`config.mk`:
```
export PLATFORM = sky130hd
export DESIGN_NAME = seq_pair_detector
export DESIGN_NICKNAME = d
export VERILOG_FILES = /design/src/rtl/patdet_pkg.sv /design/src/rtl/patdet_sipo.sv /design/src/rtl/patdet_fill.sv /design/src/rtl/patdet_match.sv /design/src/rtl/seq_pair_detector.sv
export SDC_FILE = /design/constraint.sdc
export NUM_CORES = 1
export LEC_CHECK = 0
export BUFFER_PORTS_ARGS = -buffer_cell sky130_fd_sc_hd__buf_2
export CAP_MARGIN = 20
export CORE_AREA = 2 2 39 41
export DETAILED_ROUTE_END_ITERATION = 12
export DIE_AREA = 0 0 41 43
export GPL_ROUTABILITY_DRIVEN = 0
export PLACE_DENSITY = 0.5
export SLEW_MARGIN = 10
export SYNTH_ARGS = -nofsm -noshare
export SYNTH_HDL_FRONTEND = slang
export SYNTH_SLANG_ARGS = --single-unit
```
`constraint.sdc`:
```
create_clock -name clk -period 1.85 [get_ports clk]
set_clock_uncertainty 0.05 [all_clocks]
set_input_delay 0.2775 -clock clk [delete_from_list [all_inputs] [get_ports clk]]
set_output_delay 0.2775 -clock clk [all_outputs]
set_load 0.05 [all_outputs]
```
`src/rtl/patdet_pkg.sv`:
```
package patdet_pkg;
   localparam int unsigned DEF_WIDTH = 4;
   localparam logic [DEF_WIDTH-1:0] DEF_PAT_A = 4'b1010;
   localparam logic [DEF_WIDTH-1:0] DEF_PAT_B = 4'b1100;
   localparam logic [DEF_WIDTH-1:0] DEF_INIT  = 4'b0101;
endpackage

```
`src/rtl/patdet_sipo.sv`:
```
module patdet_sipo #(
   parameter int unsigned          WIDTH = 4,
   parameter logic [WIDTH-1:0]     INIT  = '0
) (
   input  logic             clk,
   input  logic             rst,
   input  logic             ser_in,
   input  logic             shift_en,
   output logic [WIDTH-1:0] q
);
   if (WIDTH < 2) begin : g_bad_width
      $error("patdet_sipo: WIDTH must be at least 2");
   end

   always_ff @(posedge clk) begin
      if (rst)
         q <= INIT;
      else if (shift_en)
         q <= {q[WIDTH-2:0], ser_in};
   end

   assert_reset_load_R1: assert property (@(posedge clk) rst |=> (q == INIT));
   assert_new_bit_low_R2: assert property (@(posedge clk) disable iff (rst)
      shift_en |=> (q[0] == $past(ser_in)));
   assert_bits_move_up_R2: assert property (@(posedge clk) disable iff (rst)
      shift_en |=> (q[WIDTH-1:1] == $past(q[WIDTH-2:0])));
   assert_hold_R3: assert property (@(posedge clk) disable iff (rst)
      !shift_en |=> $stable(q));
endmodule

```
`src/rtl/patdet_fill.sv`:
```
module patdet_fill #(
   parameter int unsigned WIDTH   = 4,
   parameter bit          QUALIFY = 1'b1
) (
   input  logic clk,
   input  logic rst,
   input  logic step,
   output logic armed
);
   localparam int unsigned CW = $clog2(WIDTH + 1);
   localparam logic [CW-1:0] FULL = CW'(WIDTH);

   if (QUALIFY) begin : g_count
      logic [CW-1:0] cnt;
      always_ff @(posedge clk) begin
         if (rst)
            cnt <= '0;
         else if (step && (cnt != FULL))
            cnt <= cnt + 1'b1;
      end
      assign armed = (cnt == FULL);

      assert_cnt_bound_R6: assert property (@(posedge clk) disable iff (rst)
         cnt <= FULL);
      assert_idle_no_count_R6: assert property (@(posedge clk) disable iff (rst)
         !step |=> $stable(cnt));
      assert_sticky_R6: assert property (@(posedge clk) disable iff (rst)
         armed |=> armed);
   end else begin : g_free
      logic unused_in;
      assign unused_in = step ^ rst ^ clk;
      assign armed = 1'b1;
   end
endmodule

```
`src/rtl/patdet_match.sv`:
```
module patdet_match #(
   parameter int unsigned      WIDTH = 4,
   parameter logic [WIDTH-1:0] PAT   = '0
) (
   input  logic [WIDTH-1:0] data,
   input  logic             qual,
   output logic             hit
);
   logic [WIDTH-1:0] term;

   for (genvar i = 0; i < WIDTH; i++) begin : g_bit
      if (PAT[i]) begin : g_true
         assign term[i] = data[i];
      end else begin : g_inv
         assign term[i] = ~data[i];
      end
   end

   assign hit = qual & (&term);
endmodule

```
`src/rtl/seq_pair_detector.sv`:
```
module seq_pair_detector
   import patdet_pkg::*;
#(
   parameter int unsigned      WIDTH   = DEF_WIDTH,
   parameter logic [WIDTH-1:0] PAT_A   = DEF_PAT_A,
   parameter logic [WIDTH-1:0] PAT_B   = DEF_PAT_B,
   parameter logic [WIDTH-1:0] INIT    = DEF_INIT,
   parameter bit               QUALIFY = 1'b1
) (
   input  logic             clk,
   input  logic             rst,
   input  logic             ser_in,
   input  logic             shift_en,
   output logic [WIDTH-1:0] window,
   output logic             hit_a,
   output logic             hit_b
);
   if (PAT_A == PAT_B) begin : g_bad_pats
      $error("seq_pair_detector: the two patterns must differ");
   end

   logic armed;

   patdet_sipo #(.WIDTH(WIDTH), .INIT(INIT)) u_sipo (
      .clk(clk), .rst(rst), .ser_in(ser_in), .shift_en(shift_en), .q(window)
   );

   patdet_fill #(.WIDTH(WIDTH), .QUALIFY(QUALIFY)) u_fill (
      .clk(clk), .rst(rst), .step(shift_en), .armed(armed)
   );

   patdet_match #(.WIDTH(WIDTH), .PAT(PAT_A)) u_match_a (
      .data(window), .qual(armed), .hit(hit_a)
   );

   patdet_match #(.WIDTH(WIDTH), .PAT(PAT_B)) u_match_b (
      .data(window), .qual(armed), .hit(hit_b)
   );

   assert_flags_exclusive_R8: assert property (@(posedge clk) disable iff (rst)
      !(hit_a && hit_b));
   assert_quiet_unfilled_R6: assert property (@(posedge clk) disable iff (rst)
      !armed |-> (!hit_a && !hit_b));
   assert_pat_a_seen_R4: assert property (@(posedge clk) disable iff (rst)
      (armed && (window == PAT_A)) |-> hit_a);
   assert_pat_b_seen_R5: assert property (@(posedge clk) disable iff (rst)
      (armed && (window == PAT_B)) |-> hit_b);
   assert_hold_flags_R3: assert property (@(posedge clk) disable iff (rst)
      (armed && !shift_en) |=> ($stable(hit_a) && $stable(hit_b)));
endmodule

```
Word level (Yosys, flattened, before mapping) --
Index checks and enable logic that the tools add are counted.
Storage, ports and cells: flip-flop bits (word level) 7, bits of input ports 4, output and inout port bits 6, logic and storage cells 13
Cells by class: $add $sub $neg 1, equal/unequal tests 2, bitwise operators 5, reduce and logical (&&, ||, !) cells 3
Operators by type and width (number):
- AND reduction 4 bit | 2
- adder 3 x 1 -> 3 bit (second input constant) | 1
- == test 3 bit (second input constant) | 1
- != test 3 bit (second input constant) | 1
- inverter 1 bit | 3
- AND 1 bit | 2
- logical AND 1 bit | 1

Longest topological paths before layout --
word-level depth 3, gate-level depth with buffers 4, mapped depth without buffers 4

By module --
Synthesis repeated with hierarchy kept, for this count alone.
Unflattened totals: cells, all modules 34, area, all modules 350.3 um2
By module, submodules not included:
- patdet_fill | area each 182.7 um2, seq. area each 60.1 um2, cells an instance 18, instances 1
- patdet_sipo | area each 137.6 um2, seq. area each 80.1 um2, cells an instance 12, instances 1
- patdet_match | area each 15.0 um2, seq. area each 0.0 um2, cells an instance 2, instances 2

Worst setup path after synthesis --
OpenSTA, ideal clock, no wires.
kind register -> output, start register u_sipo.q[3], end output port hit_a, required time 1.522 ns, stages on the path, launching flop included 3, arrival time 2.009 ns, path buffers 0, slack -0.487 ns, cell sequence dfxtp_1 -> nand4b_1 -> nor3b_1
Between the ends: longest elaborated chain between the ends 2
RTL lines:
- start, declared | RTL line patdet_sipo.sv:9 | output logic [WIDTH-1:0] q
- start signal, assigned | RTL line patdet_sipo.sv:19 | q <= {q[WIDTH-2:0], ser_in};
- AND reduction 4 bit | RTL line patdet_match.sv:19 | assign hit = qual & (&term);
- AND 1 bit | RTL line patdet_match.sv:19
- end, declared | RTL line seq_pair_detector.sv:15 | output logic hit_a,
No other way between the ends.

Worst setup path after layout --
start register u_fill.g_count.cnt[0], end output port hit_a
Between the ends: longest elaborated chain between the ends 2
RTL lines:
- start, declared | RTL line patdet_fill.sv:14 | logic [CW-1:0] cnt;
- start signal, assigned | RTL line patdet_fill.sv:19 | cnt <= cnt + 1'b1;
- == test 3 bit | RTL line patdet_fill.sv:21 | assign armed = (cnt == FULL);
- AND 1 bit | RTL line patdet_match.sv:19
No other way between the ends.

==> results by group <==
Timing
  • Worst-Margin Slew: between 200 and 250 ps
  • Max Fclk: 0.5773 GHz
  • Endpoints failing hold: 0
  • Crit path time final: 1732 ps
  • Hold_ws: 180.9 ps
  • Slew Limit Headroom: 0.8355
  • Post-route setup TNS: 0 ps
  • Unrepaired setup endpoints after global routing: no
  • Finish-stage setup viols: 0
  • Final count of pins violating max slew: 0
  • Final cycle utilization of the critical path: 0.9364

Floorplanning
  • Rows: 14
  • Core Area: 1384 sq um
  • Initial Util: 0.2577
  • Die H: approximately 43 um
  • Die area: between 1500 and 2000 sq um
  • Top Ports: 10
  • Horiz. Die Dim: between 40 and 50 um

Pwr
  • VDD IR max: approximately 0.00044 V
  • Pwr dens: 850.8 nW/um^2
  • Lkg Pwr: 0.2053 nW
  • Total Power: 0.3939 mW

Clock network
  • H-tree depth: 1
  • Total CTS buffers: 3
  • Max clock buf depth: 2
  • Clk slew on worst S/H paths: 50 ps
  • Root Buffer: clkbuf_4
  • Clock latency on the worst-skew pair: 250 ps
  • TritonCTS clock tree: built
  • Buffer count from post-CTS setup fixing: 0
  • TritonCTS Sinks: 7
  • Hold buffers post-CTS: 0

GRT
  • Grt ovf: 0
  • Initial antenna violation count: 0
  • Overall Global Routing Usage: 0.09155
  • Largest net degree at the start of global routing: 10
  • First-pass GRT wire length: 959 um
  • Vias in the first global route: 238

Place
  • Placed insts: 57
  • Buffers on Ports: 9
  • Placed inst area: 415.4 sq um

Setup path
  • CP arrival: 1400 ps
  • Critical path type: register to output pin
  • FF-to-FF path depth: 4
  • Crit path max fanout: 4
  • Worst setup SP type: register
  • Crit. End Element: output pin
  • Critical path required time: around 1500 ps

Synth
  • Synthesized area per cell: 10.49 sq um
  • Cells after Synth: 34
  • Seq/Total Area, Yosys: 0.3930
  • Synth Register Bits: 7
  • Top-area cell type share of the netlist area: 0.3930
  • Top-count cell post-synth: dfxtp_1
  • Post-Syn Area: around 360 sq um
  • Synth unique cells: 17
  • Top cells by area, synth: dfxtp_1 39%, mux2i_1 8.4%, ha_1 7.0%
  • Yosys top cell by area: dfxtp_1
  • Top FF cell, synth: dfxtp_1
  • Synth cell count leaders: 7 x dfxtp_1, 3 x mux2i_1, 3 x nor2_1, 3 x nor2b_1
  • EDFF count, synth: 0
  • Share of synthesized flip-flops with an asynchronous set or reset: 0
  • Yosys warns: 0
  • Syn Nets: 40

Run
  • Max cap viols: 0

Hold path
  • WHS Path Cells: 2
  • HP Class: input port to register

Finish
  • Final #Nets: 52
  • # diodes: 0
  • Fraction of layout instances using a drive strength above 1: 0.3778
  • Final non-filler cell area: 462.9 sq um
  • Syn-to-layout area delta: 29.82%
  • Post-route insts no fill: 61

Route
  • Number of remaining DRC errors: 0
  • Total number of vias: 274
  • Initial DRC Count: 1
  • Routed wire length: 631 um
  • Antenna-violating nets left: 0
  • Per-cell routed wire length: a little over 10 um
  • Via density: roughly 4.5
  • Pre-antenna DRT Iters: 2

Outcome
  • Outcome: finished clean
[cells by family (layout without fill, tap and decap cells)]
kind of cell	count (synthesis)	count (layout)	share of synthesized area
muxes	4	4	0.1263
DFF	7	7	0.3930
and+or+nand+nor	13	13	0.2280
buffers and inverters	4	15	0.06666
AOI/OAI and AO/OA	4	4	0.1158
adders and majority gates	2	2	0.07016
[per-layer routing]
metal,vias to the layer above,GRT usage,part of all wire
li1,140,-,-
met1,124,0.08091,0.45
met2,10,0.1313,0.45
met3,0,0.09424,0.10
met4,0,0.04000,0
met5,-,0,0
[placed cells by master, fill, tap and decap left out]
cell type | netlist | routed
and4b_1 | 1 | 1
clkbuf_1 | 0 | 1
nor3b_2 | 0 | 2
nand2b_1 | 2 | 2
nor3_1 | 1 | 1
a211o_1 | 2 | 2
a21oi_1 | 1 | 1
nor2_1 | 3 | 3
buf_4 | 0 | 1
buf_2 | 0 | 7
ha_4 | 0 | 1
mux2_4 | 1 | 1
nor2b_1 | 3 | 3
nand4b_1 | 1 | 1
buf_6 | 1 | 1
mux2i_1 | 3 | 3
a21boi_4 | 1 | 1
inv_1 | 2 | 2
clkbuf_4 | 0 | 3
ha_1 | 2 | 1
dfxtp_1 | 7 | 7
[final timing paths]
path / from / to / slack, ps
max: u_fill.g_count.cnt[0] / hit_a / 120
min: ser_in / u_sipo.q[0] / 180
max reg2reg: u_fill.g_count.cnt[0] / u_fill.g_count.cnt[0] / 580
min reg2reg: u_fill.g_count.cnt[1] / u_fill.g_count.cnt[1] / 450
[state kept, by name, summed over array words and instances, names as in the netlist]
signal	flops
u_sipo.q	4
u_fill.g_count.cnt	3
[area by class of cell]
cell class | count | area (sq um)
Fill cell | 154 | 920.9
Multi-Input combinational cell | 23 | 215.2
Sequential cell | 7 | 140.1
Timing Repair Buffer | 9 | 53.80
Clock buffer | 4 | 26.28
Tap cell | 16 | 20.02
Inverter | 2 | 7.507
[critical path, stage by stage (launching register included)]
cell and delay [ps]:
dfxtp_1 320, inv_1 100, ha_4 160, nand4b_1 160, nor3b_2 220, buf_6 180
[where the power goes]
| group | internal, mW | switching [mW] | leakage [nW] |
|---|---|---|---|
| Combinational | 0.0331 | 0.0477 | 0.132 |
| Sequential | 0.163 | 0.0112 | 0.0580 |
| Clock | 0.0824 | 0.0568 | 0.0150 |
| Total | 0.278 | 0.116 | 0.205 |
[timing repair]
item / CTS / global route
gates resized for setup: 1 / 5
pin swaps: 0 / 2
endpoints found under the setup margin: 1 / 2
[through the flow]
step	setup WS [ps]	utilization
finish	117.7	0.3345
floorplan	-49.63	-
CTS	0.8029	0.3210
global route	15.49	0.3345
detailed placement	234.0	0.3002
global placement	252.7	0.3002
Power figures use the tool's default switching activity.
